<file path="config.mk">
export PLATFORM = sky130hd
export DESIGN_NAME = flash_op_gate
export DESIGN_NICKNAME = d
export VERILOG_FILES = /design/src/rtl/flash_op_gate.sv
export SDC_FILE = /design/constraint.sdc
export NUM_CORES = 1
export LEC_CHECK = 0
export BUFFER_PORTS_ARGS = -buffer_cell sky130_fd_sc_hd__buf_2
export CAP_MARGIN = 0
export CORE_MARGIN = 1.5
export CORE_UTILIZATION = 55
export DETAILED_ROUTE_END_ITERATION = 8
export GPL_ROUTABILITY_DRIVEN = 0
export PLACE_DENSITY = 0.87
export SLEW_MARGIN = 0
export SYNTH_ARGS = -nofsm -noshare
export SYNTH_HDL_FRONTEND = slang
export SYNTH_SLANG_ARGS = --single-unit
</file>
<file path="constraint.sdc">
create_clock -name clk -period 6.7 [get_ports clk]
set_clock_uncertainty 0.2 [all_clocks]
set_input_delay 0.335 -clock clk [delete_from_list [all_inputs] [get_ports clk]]
set_output_delay 0.335 -clock clk [all_outputs]
set_load 0.05 [all_outputs]
</file>
<file path="src/rtl/flash_op_gate.sv">
module flash_op_gate #(
  parameter int ARR_W    = 21,
  parameter int SECT_LSB = 16
) (
  input  logic                       clk,
  input  logic                       rst_n,
  input  logic                       cmd_valid,
  input  logic                       cmd_abort,
  input  logic [7:0]                 cmd_op,
  input  logic [ARR_W-1:0]           cmd_addr,
  output logic [ARR_W-SECT_LSB-1:0]  lk_sector,
  input  logic                       lk_prot,
  input  logic                       lk_lock,
  input  logic                       any_guard,
  output logic                       eng_start,
  output logic [1:0]                 eng_op,
  output logic [ARR_W-1:0]           eng_addr,
  output logic                       eng_suspend,
  output logic                       eng_resume,
  input  logic                       eng_done,
  input  logic                       eng_fail,
  output logic [7:0]                 status
);
  localparam int SECT_W = ARR_W - SECT_LSB;
  localparam logic [7:0] OP_WREN = 8'h06, OP_WRDI = 8'h04, OP_PROG = 8'h02, OP_PROG2 = 8'hA2;
  localparam logic [7:0] OP_E4 = 8'h20, OP_E32 = 8'h52, OP_E64 = 8'hD8;
  localparam logic [7:0] OP_CE = 8'h60, OP_CE2 = 8'hC7, OP_SUSP = 8'hB0, OP_RES = 8'hD0;
  localparam logic [1:0] K_PROG = 2'd0, K_BLK = 2'd1, K_CHIP = 2'd2;

  logic busy, wel, es, ps, epe;
  logic [1:0] cur;
  logic [SECT_W-1:0] act_sec, es_sec, ps_sec;

  logic is_prog, is_blk, is_chip, guarded;
  logic [SECT_W-1:0] sect;
  logic [ARR_W-1:0] blk_mask;

  assign sect      = cmd_addr[ARR_W-1:SECT_LSB];
  assign lk_sector = sect;
  assign is_prog   = (cmd_op == OP_PROG) || (cmd_op == OP_PROG2);
  assign is_blk    = (cmd_op == OP_E4) || (cmd_op == OP_E32) || (cmd_op == OP_E64);
  assign is_chip   = (cmd_op == OP_CE) || (cmd_op == OP_CE2);
  assign guarded   = lk_prot | lk_lock;
  assign eng_op    = cur;
  assign status    = {3'b000, epe, ps, es, wel, busy};

  always_comb begin
    case (cmd_op)
      OP_E4:   blk_mask = {ARR_W{1'b1}} << 12;
      OP_E32:  blk_mask = {ARR_W{1'b1}} << 15;
      default: blk_mask = {ARR_W{1'b1}} << 16;
    endcase
  end

  always_ff @(posedge clk) begin
    if (!rst_n) begin
      busy <= 1'b0; wel <= 1'b0; es <= 1'b0; ps <= 1'b0; epe <= 1'b0;
      cur <= K_PROG; act_sec <= '0; es_sec <= '0; ps_sec <= '0;
      eng_start <= 1'b0; eng_suspend <= 1'b0; eng_resume <= 1'b0; eng_addr <= '0;
    end else begin
      eng_start <= 1'b0; eng_suspend <= 1'b0; eng_resume <= 1'b0;
      if (busy) begin
        if (eng_done) begin
          busy <= 1'b0;
          if (eng_fail) epe <= 1'b1;
        end else if (cmd_valid && !cmd_abort && cmd_op == OP_SUSP && cur != K_CHIP) begin
          busy <= 1'b0;
          eng_suspend <= 1'b1;
          if (cur == K_PROG) begin ps <= 1'b1; ps_sec <= act_sec; end
          else begin es <= 1'b1; es_sec <= act_sec; end
        end
      end else if (cmd_abort) begin
        wel <= 1'b0;
      end else if (cmd_valid) begin
        if (cmd_op == OP_WREN) wel <= 1'b1;
        else if (cmd_op == OP_WRDI) wel <= 1'b0;
        else if (is_prog && wel && !ps) begin
          if (guarded || (es && sect == es_sec)) wel <= 1'b0;
          else begin
            busy <= 1'b1; wel <= 1'b0; epe <= 1'b0; eng_start <= 1'b1;
            cur <= K_PROG; act_sec <= sect; eng_addr <= cmd_addr;
          end
        end else if (is_blk && wel && !es) begin
          if (ps) begin
            if (sect == ps_sec) wel <= 1'b0;
          end else if (guarded) wel <= 1'b0;
          else begin
            busy <= 1'b1; wel <= 1'b0; epe <= 1'b0; eng_start <= 1'b1;
            cur <= K_BLK; act_sec <= sect; eng_addr <= cmd_addr & blk_mask;
          end
        end else if (is_chip && wel && !es && !ps) begin
          if (any_guard) wel <= 1'b0;
          else begin
            busy <= 1'b1; wel <= 1'b0; epe <= 1'b0; eng_start <= 1'b1;
            cur <= K_CHIP; eng_addr <= '0;
          end
        end else if (cmd_op == OP_RES) begin
          if (ps) begin
            ps <= 1'b0; busy <= 1'b1; eng_resume <= 1'b1; cur <= K_PROG; act_sec <= ps_sec;
          end else if (es) begin
            es <= 1'b0; busy <= 1'b1; eng_resume <= 1'b1; cur <= K_BLK; act_sec <= es_sec;
          end
        end
      end
    end
  end

  p_start_needs_wel_r3: assert property (@(posedge clk) disable iff (!rst_n)
    eng_start |-> $past(wel));
  p_suspend_ready_r7: assert property (@(posedge clk) disable iff (!rst_n)
    eng_suspend |-> (!busy && (ps || es) && wel == $past(wel)));
  p_no_conflict_prog_r8: assert property (@(posedge clk) disable iff (!rst_n)
    (eng_start && eng_op == K_PROG && es) |-> (eng_addr[ARR_W-1:SECT_LSB] != es_sec));
  p_one_pulse_r10: assert property (@(posedge clk) disable iff (!rst_n)
    $onehot0({eng_start, eng_suspend, eng_resume}));
  p_fail_sets_epe_r12: assert property (@(posedge clk) disable iff (!rst_n)
    (busy && eng_done && eng_fail) |=> (epe && !busy));
endmodule

</file>
==> flow_summary.yaml, run 1 <==
floorplan:
  die_height_microns: 70.3
  initial_core_util_pct: 57.2
  row_count: 24
  pin_count: 77
  die_x_microns: 70.3
  die_area_sq_mm: 0.00494
  core_sq_mm: 0.00435
clocking:
  clock_latency_ns: 0.31
  cts_sinks: 46
  postCtsResizedCells: 0
  cts_tree: "done"
  numCtsBuffers: 5
  cts_max_path_buffers: 2
  cts_root_buffer: "clkbuf_8"
  post_cts_buffers: 0
  postCtsHoldBufs: 0
  ctsHtreeMaxLevel: 2
  clk_pin_slew_worst_paths_ns: 0.10
critical_path:
  cp_cell_sequence: "nor4b_1 -> nand3_1 -> nand3_1 -> o41ai_2 -> nand2_1 -> mux2i_1"
  worstSetupStartpointType: "flop"
  cp_slowest_cell: "dfxtp_1"
  cp.arrival_ns: 2.60
  critPathKind: "reg2reg"
  worstPathMaxFanout: 15
  r2r_end: "act_sec[3]"
  critPathMostFrequentCell: "nand3_1"
  required_ns: 6.72
  max_stage_delay_ns: 0.48
  r2r_start: "ps"
  reg2reg_slack_ns: 4.12
  endpoint_kind: "flop"
  r2r_cells: 6
yosys:
  synth_flop_cell: "dfxtp_1"
  netlist_instances: 293
  netlist_top_cells_area: "dfxtp_1 37%, mux2i_1 13%, nand2_1 8.0%"
  synth_top_cell_area_share_pct: 37.0
  synth_area_sq_mm: 0.00249
  synth_edf_count: 0
  yosys_warnings: 0
  synthArstFlopShare_pct: 0
  ys_ff_latch: 46
  synth_cell_type_count: 43
  synth_top_area_cell: "dfxtp_1"
  ys_seq_area_share_pct: 37.0
  syn_avg_cell_area_sq_um: 8.50
global_routing:
  grt_pass1_wl_microns: 9670
  grt_max_degree: 44
  grt_pass1_vias: 2054
  overflow: 0
  grtUsageTotal_pct: 24.4
  antenna_found_initial: 0
routing:
  wl_microns: 5910
  post_drt_wl_per_cell_microns: 14.7
  drcViolationCount: 0
  vias: 2249
  ant_nets: 0
  dr.pass1.iters: 5
  drt_iter0_drc: 146
  vias_per_cell: 5.58
power:
  p_int_uw: 363
  seq_power_share_pct: 55.0
  p_leak_nw: 1.26
  combPwrFrac_pct: 9.5
  p_per_area_mw_per_mm2: 173
  finalPower_uw: 496
  power.net_switching_uw: 133
  clkPwrFrac_pct: 35.5
  swShare_pct: 26.9
  vdd_drop_max_mv: 0.163
sta:
  fin_crit_sh_pct: 38.5
  rsz0062_at_grt: "no"
  finalSetupTns_ns: 0
  tightest_slew_ns: 1.05
  setup_viol: 0
  finalCriticalPeriod_ns: 2.58
  slew_violations: 0
  hold_viol: 0
  fmax_mhz: 388
  slew_headroom_pct: 29.6
layout:
  syn_to_final_growth_pct: 15.0
  nets: 388
  drive_gt1_share_pct: 27.4
  n_antenna_cell: 0
min_path:
  worstHoldEndpoint: "eng_addr[8]"
  hold_depth: 3
  holdCritPathClass: "in2reg"
  hp-start: "cmd_addr[8]"
placed_design:
  port_buffers: 73
  detailed_place_hpwl_microns: 4330
status:
  status: "finished clean"
job:
  cap_viol_max_count: 0
==> area by class of cell <==
class / instances / area (sq um)
sequential: 46 / 921
inverter: 3 / 11.3
clock buffer: 5 / 68.8
fill: 361 / 1490
timing repair buffer: 73 / 365
clock inverter: 3 / 23.8
multi-input combinational: 221 / 1410
tap: 52 / 65.1
==> metrics by stage <==
step                      cells  setup WS, ns  hold WS, ns  utilization (%)  instance area, sq um
final                       403          4.12       0.0536             65.7                  2860
after global routing        403          3.83       0.0490             65.7                  2860
after CTS                   403          4.16       0.0547             65.7                  2860
after detailed placement    395          3.87        0.246             63.6                  2770
after global placement      395          3.95        0.232             63.6                  2770
after floorplan             295          4.23        0.229                -                  2500
==> sequential cells by signal, summed over array words and instances (netlist names) <==
signal,flops
act_sec,5
es_sec,5
eng_op,2
eng_addr,21
eng_start,1
eng_suspend,1
eng_resume,1
wel,1
ps,1
epe,1
es,1
busy,1
ps_sec,5
==> placed cells by master (no fill, tap or decap), types with 4 or more instances in the layout <==
cell type,Yosys,layout
buf_2,0,73
nand4b_1,4,4
nor2_1,24,24
nand2b_1,6,6
mux2i_1,32,32
xnor2_1,4,4
a21oi_1,14,14
nor3_1,7,7
xor2_1,7,7
nor2b_1,4,4
o21ai_0,10,10
dfxtp_1,46,46
o22ai_1,5,5
nand2_1,53,53
clkbuf_8,0,5
nand3_1,9,9
mux2_2,5,5
nand4_1,4,4
==> kinds of logic after synthesis <==
family	synth area share [%]
XOR/XNOR	3.87
AO/OA/AOI/OAI	12.4
buffers and inverters	6.78
AND/OR/NAND/NOR	24.7
flip-flops	37.0
other	0.151
multiplexers	15.1
==> worst max-delay path: cells and delay by family, from the launching register on <==
| kind | cells | cell delay [ns] |
|---|---|---|
| AOI/OAI and AO/OA | 1 | 0.17 |
| DFF | 1 | 0.48 |
| muxes | 1 | 0.27 |
| and+or+nand+nor | 4 | 1.36 |
==> power groups by stage <==
| stage | clock network [mW] | logic [mW] | registers, mW |
|---|---|---|---|
| floorplan | 0 | 0.0297 | 0.280 |
| global placement | 0 | 0.0457 | 0.280 |
| detailed placement | 0 | 0.0463 | 0.280 |
| CTS | 0.178 | 0.0464 | 0.273 |
| global route | 0.190 | 0.0507 | 0.273 |
| finish | 0.176 | 0.0470 | 0.273 |
==> worst max path at each step <==
stage,from,end,slack (ns),depth (start not counted)
final,ps,act_sec[3],4.12,6
after detailed placement,cmd_op[0],eng_addr[2],3.87,7
after floorplan,cmd_op[0],eng_addr[0],4.23,7
after global placement,cmd_op[0],eng_addr[8],3.95,7
after CTS,ps,act_sec[3],4.16,6
after global routing,ps,act_sec[3],3.83,6
==> synthesized netlist by cell type (3+ instances only) <==
library cell and number:
xnor2_1 4, o21ai_0 10, nor3_1 7, nor4_1 3, nand4_1 4, nand2b_1 6
mux2i_1 32, xor2_1 7, a21oi_1 14, nand4b_1 4, mux2_2 5, nand2_1 53
clkbuf_1 9, nor2b_1 4, nand3_1 9, buf_4 13, nor2_1 24, inv_1 3
o21a_1 3, o22ai_1 5, dfxtp_1 46
==> per-layer routing <==
layer | global-route usage [%] | wire, microns | up-vias
li1 | - | - | 1133
met1 | 31.1 | 2540 | 1029
met2 | 41.2 | 2950 | 80
met3 | 5.77 | 341 | 7
met4 | 6.84 | 77 | 0
met5 | 0 | 0 | -
Note: power is estimated with default switching activity, not from simulation.
==> inputs of run 2 (changes only) <==
- ABC_AREA: default -> 1
- CORE_UTILIZATION: 55 -> 52
- PLACE_DENSITY: 0.87 -> 0.82
- clock period: 6.7 -> 2.6 ns (I/O delays scaled with it)
==> flow_summary.yaml, run 2 <==
power:
  vdd_drop_max_mv: 0.231
  p_per_area_mw_per_mm2: 417
  p_leak_nw: 1.59
global_routing:
  antenna_found_initial: 0
  overflow: 0
  grtUsageTotal_pct: 25.7
  grt_pass1_vias: 2595
  grt_pass1_wl_microns: 11000
  grt_max_degree: 35
clocking:
  postCtsHoldBufs: 22
  post_cts_buffers: 0
  numCtsBuffers: 5
  clock_latency_ns: 0.30
  cts_root_buffer: "clkbuf_8"
  postCtsResizedCells: 0
  cts_sinks: 46
  cts_tree: "done"
  ctsHtreeMaxLevel: 2
  clk_pin_slew_worst_paths_ns: 0.09
  cts_max_path_buffers: 2
sta:
  whs_ns: 0.0136
  slew_violations: 0
  rsz0062_at_grt: "no"
  hold_viol: 0
  fmax_mhz: 445
  finalCriticalPeriod_ns: 2.25
  setup_viol: 0
  finalSetupTns_ns: 0
  fin_crit_sh_pct: 86.5
routing:
  ant_nets: 0
  dr.pass1.iters: 4
  vias_per_cell: 4.97
  wl_microns: 6630
  drcViolationCount: 0
  post_drt_wl_per_cell_microns: 11.7
  vias: 2820
  drt_iter0_drc: 167
yosys:
  synth_area_sq_mm: 0.00267
  yosysMostFrequentCell: "nand2_1"
  ys_seq_area_share_pct: 34.5
  synth_top_area_cell: "dfxtp_1"
  synth_top_cell_area_share_pct: 34.5
  netlist_top_cells_area: "dfxtp_1 34%, nand2_1 16%, nor2_1 10%"
  synth_edf_count: 0
  synth_cell_type_count: 33
  synth_flop_cell: "dfxtp_1"
  netlist_instances: 418
  synth_common_cells: "116 x nand2_1, 71 x nor2_1, 46 x dfxtp_1, 35 x inv_1, 27 x o21ai_0"
  yosys_warnings: 0
  syn_avg_cell_area_sq_um: 6.39
  ys_ff_latch: 46
  synthArstFlopShare_pct: 0
layout:
  largest_register_ffs: 21
  multi_input_area_sq_mm: 0.00141
  layout_common_cells: "116 x nand2_1, 73 x buf_2, 71 x nor2_1"
  ff_latch_area_sq_um: 921
  final_cells: 567
  top_register: "eng_addr"
  syn_to_final_growth_pct: 23.2
  nets: 537
  final_common_cell: "nand2_1"
  fillers: 431
  drive_gt1_share_pct: 22.4
  n_antenna_cell: 0
placed_design:
  post-place-cells: 537
  detailed_place_hpwl_microns: 4700
  port_buffers: 73
critical_path:
  r2r_start: "ps"
  max_stage_delay_ns: 0.54
  required_ns: 2.60
  cp.arrival_ns: 2.25
  worstPathMaxFanout: 30
  cp-startpoint: "cmd_addr[18]"
  endpoint_kind: "flop"
  cp_cell_sequence: "dlygate4sd3_1 -> buf_2 -> inv_1 -> nand2_1 -> nand2_1 -> nor2_1 -> nand3_1 -> nand2_1 -> nand2_1 -> nand3_2 -> nor2_4 -> buf_4 -> nand2_1 -> nand2_1 -> nor2_1"
  cp_slowest_cell: "dlygate4sd3_1"
  worstSetupStartpointType: "input pin"
  critPathMostFrequentCell: "nand2_1"
  critPathKind: "in2reg"
min_path:
  hp-start: "cmd_addr[15]"
  holdCritPathClass: "in2reg"
job:
  cap_viol_max_count: 0
floorplan:
  die_area_sq_mm: 0.00558
  row_count: 25
  initial_core_util_pct: 55.1
  die_x_microns: 74.7
  core_sq_mm: 0.00485
  pin_count: 77
  die_height_microns: 74.7
status:
  status: "finished clean"
[run 2: changes by cell type after synthesis, moves of 6 or more]
cell,change
xor2_1,-7
a21oi_1,+12
nor2_1,+47
o21ai_1,+8
nand2b_1,-6
nand4_1,+6
o21ai_0,+17
inv_2,+6
mux2i_1,-32
inv_1,+32
nand2_1,+63
[run 2: final timing paths]
| path | cells past startpoint | slack (ns) | to |
|---|---|---|---|
| setup reg to reg | 12 | 0.44 | eng_addr[4] |
| hold reg to reg | 2 | 0.28 | es_sec[0] |
| setup / recovery | 15 | 0.35 | eng_addr[4] |
| hold / removal | 4 | 0.01 | eng_addr[15] |
[run 2: per-layer routing]
layer / up-vias / wire, microns / global-route usage (%)
met5: - / 0 / 0
met4: 0 / 138 / 10.5
met2: 89 / 3110 / 43.5
met3: 15 / 413 / 5.89
li1: 1471 / - / -
met1: 1245 / 2970 / 31.9
[run 2: where the power goes]
part	total [mW]	leakage (nW)	switching [mW]	internal, mW
clock	0.489	0.0544	0.245	0.244
sequential	0.707	0.370	0.00143	0.705
combinational	0.178	1.17	0.111	0.0675
total	1.37	1.59	0.358	1.02
[run 2: final cells by class]
class	count	share of cell area, %
well taps	67	2.55
flip-flops and latches	46	28.0
clock inverters	1	0.266
repair buffers	98	18.5
inverters	42	4.87
clock buffers	7	2.93
multi-input cells	306	42.9
[run 2: cells by family after synthesis]
logic type	Yosys count	synth area share (%)
other	1	0.140
and+or+nand+nor	236	39.4
AOI/OAI and AO/OA	66	12.7
xor gates and xnor gates	1	0.328
buffers and inverters	68	12.9
DFF	46	34.5
[run 2: metrics by stage]
| step | power [mW] | cell area [sq um] | worst slack (ns) | utilization (%) |
|---|---|---|---|---|
| finish | 1.37 | 3290 | 0.351 | 67.9 |
| global route | 1.43 | 3290 | 0.103 | 67.9 |
| CTS | 1.39 | 3290 | 0.420 | 67.9 |
| detailed placement | 0.875 | 2970 | 0.426 | 61.2 |
| global placement | 0.873 | 2970 | 0.493 | 61.2 |
| floorplan | 0.832 | 2680 | 0.886 | - |
[run 2: critical path: cells and delay by family]
family,cells,cell delay (ns)
buf+inv,4,1.09
simple gates,11,1.03
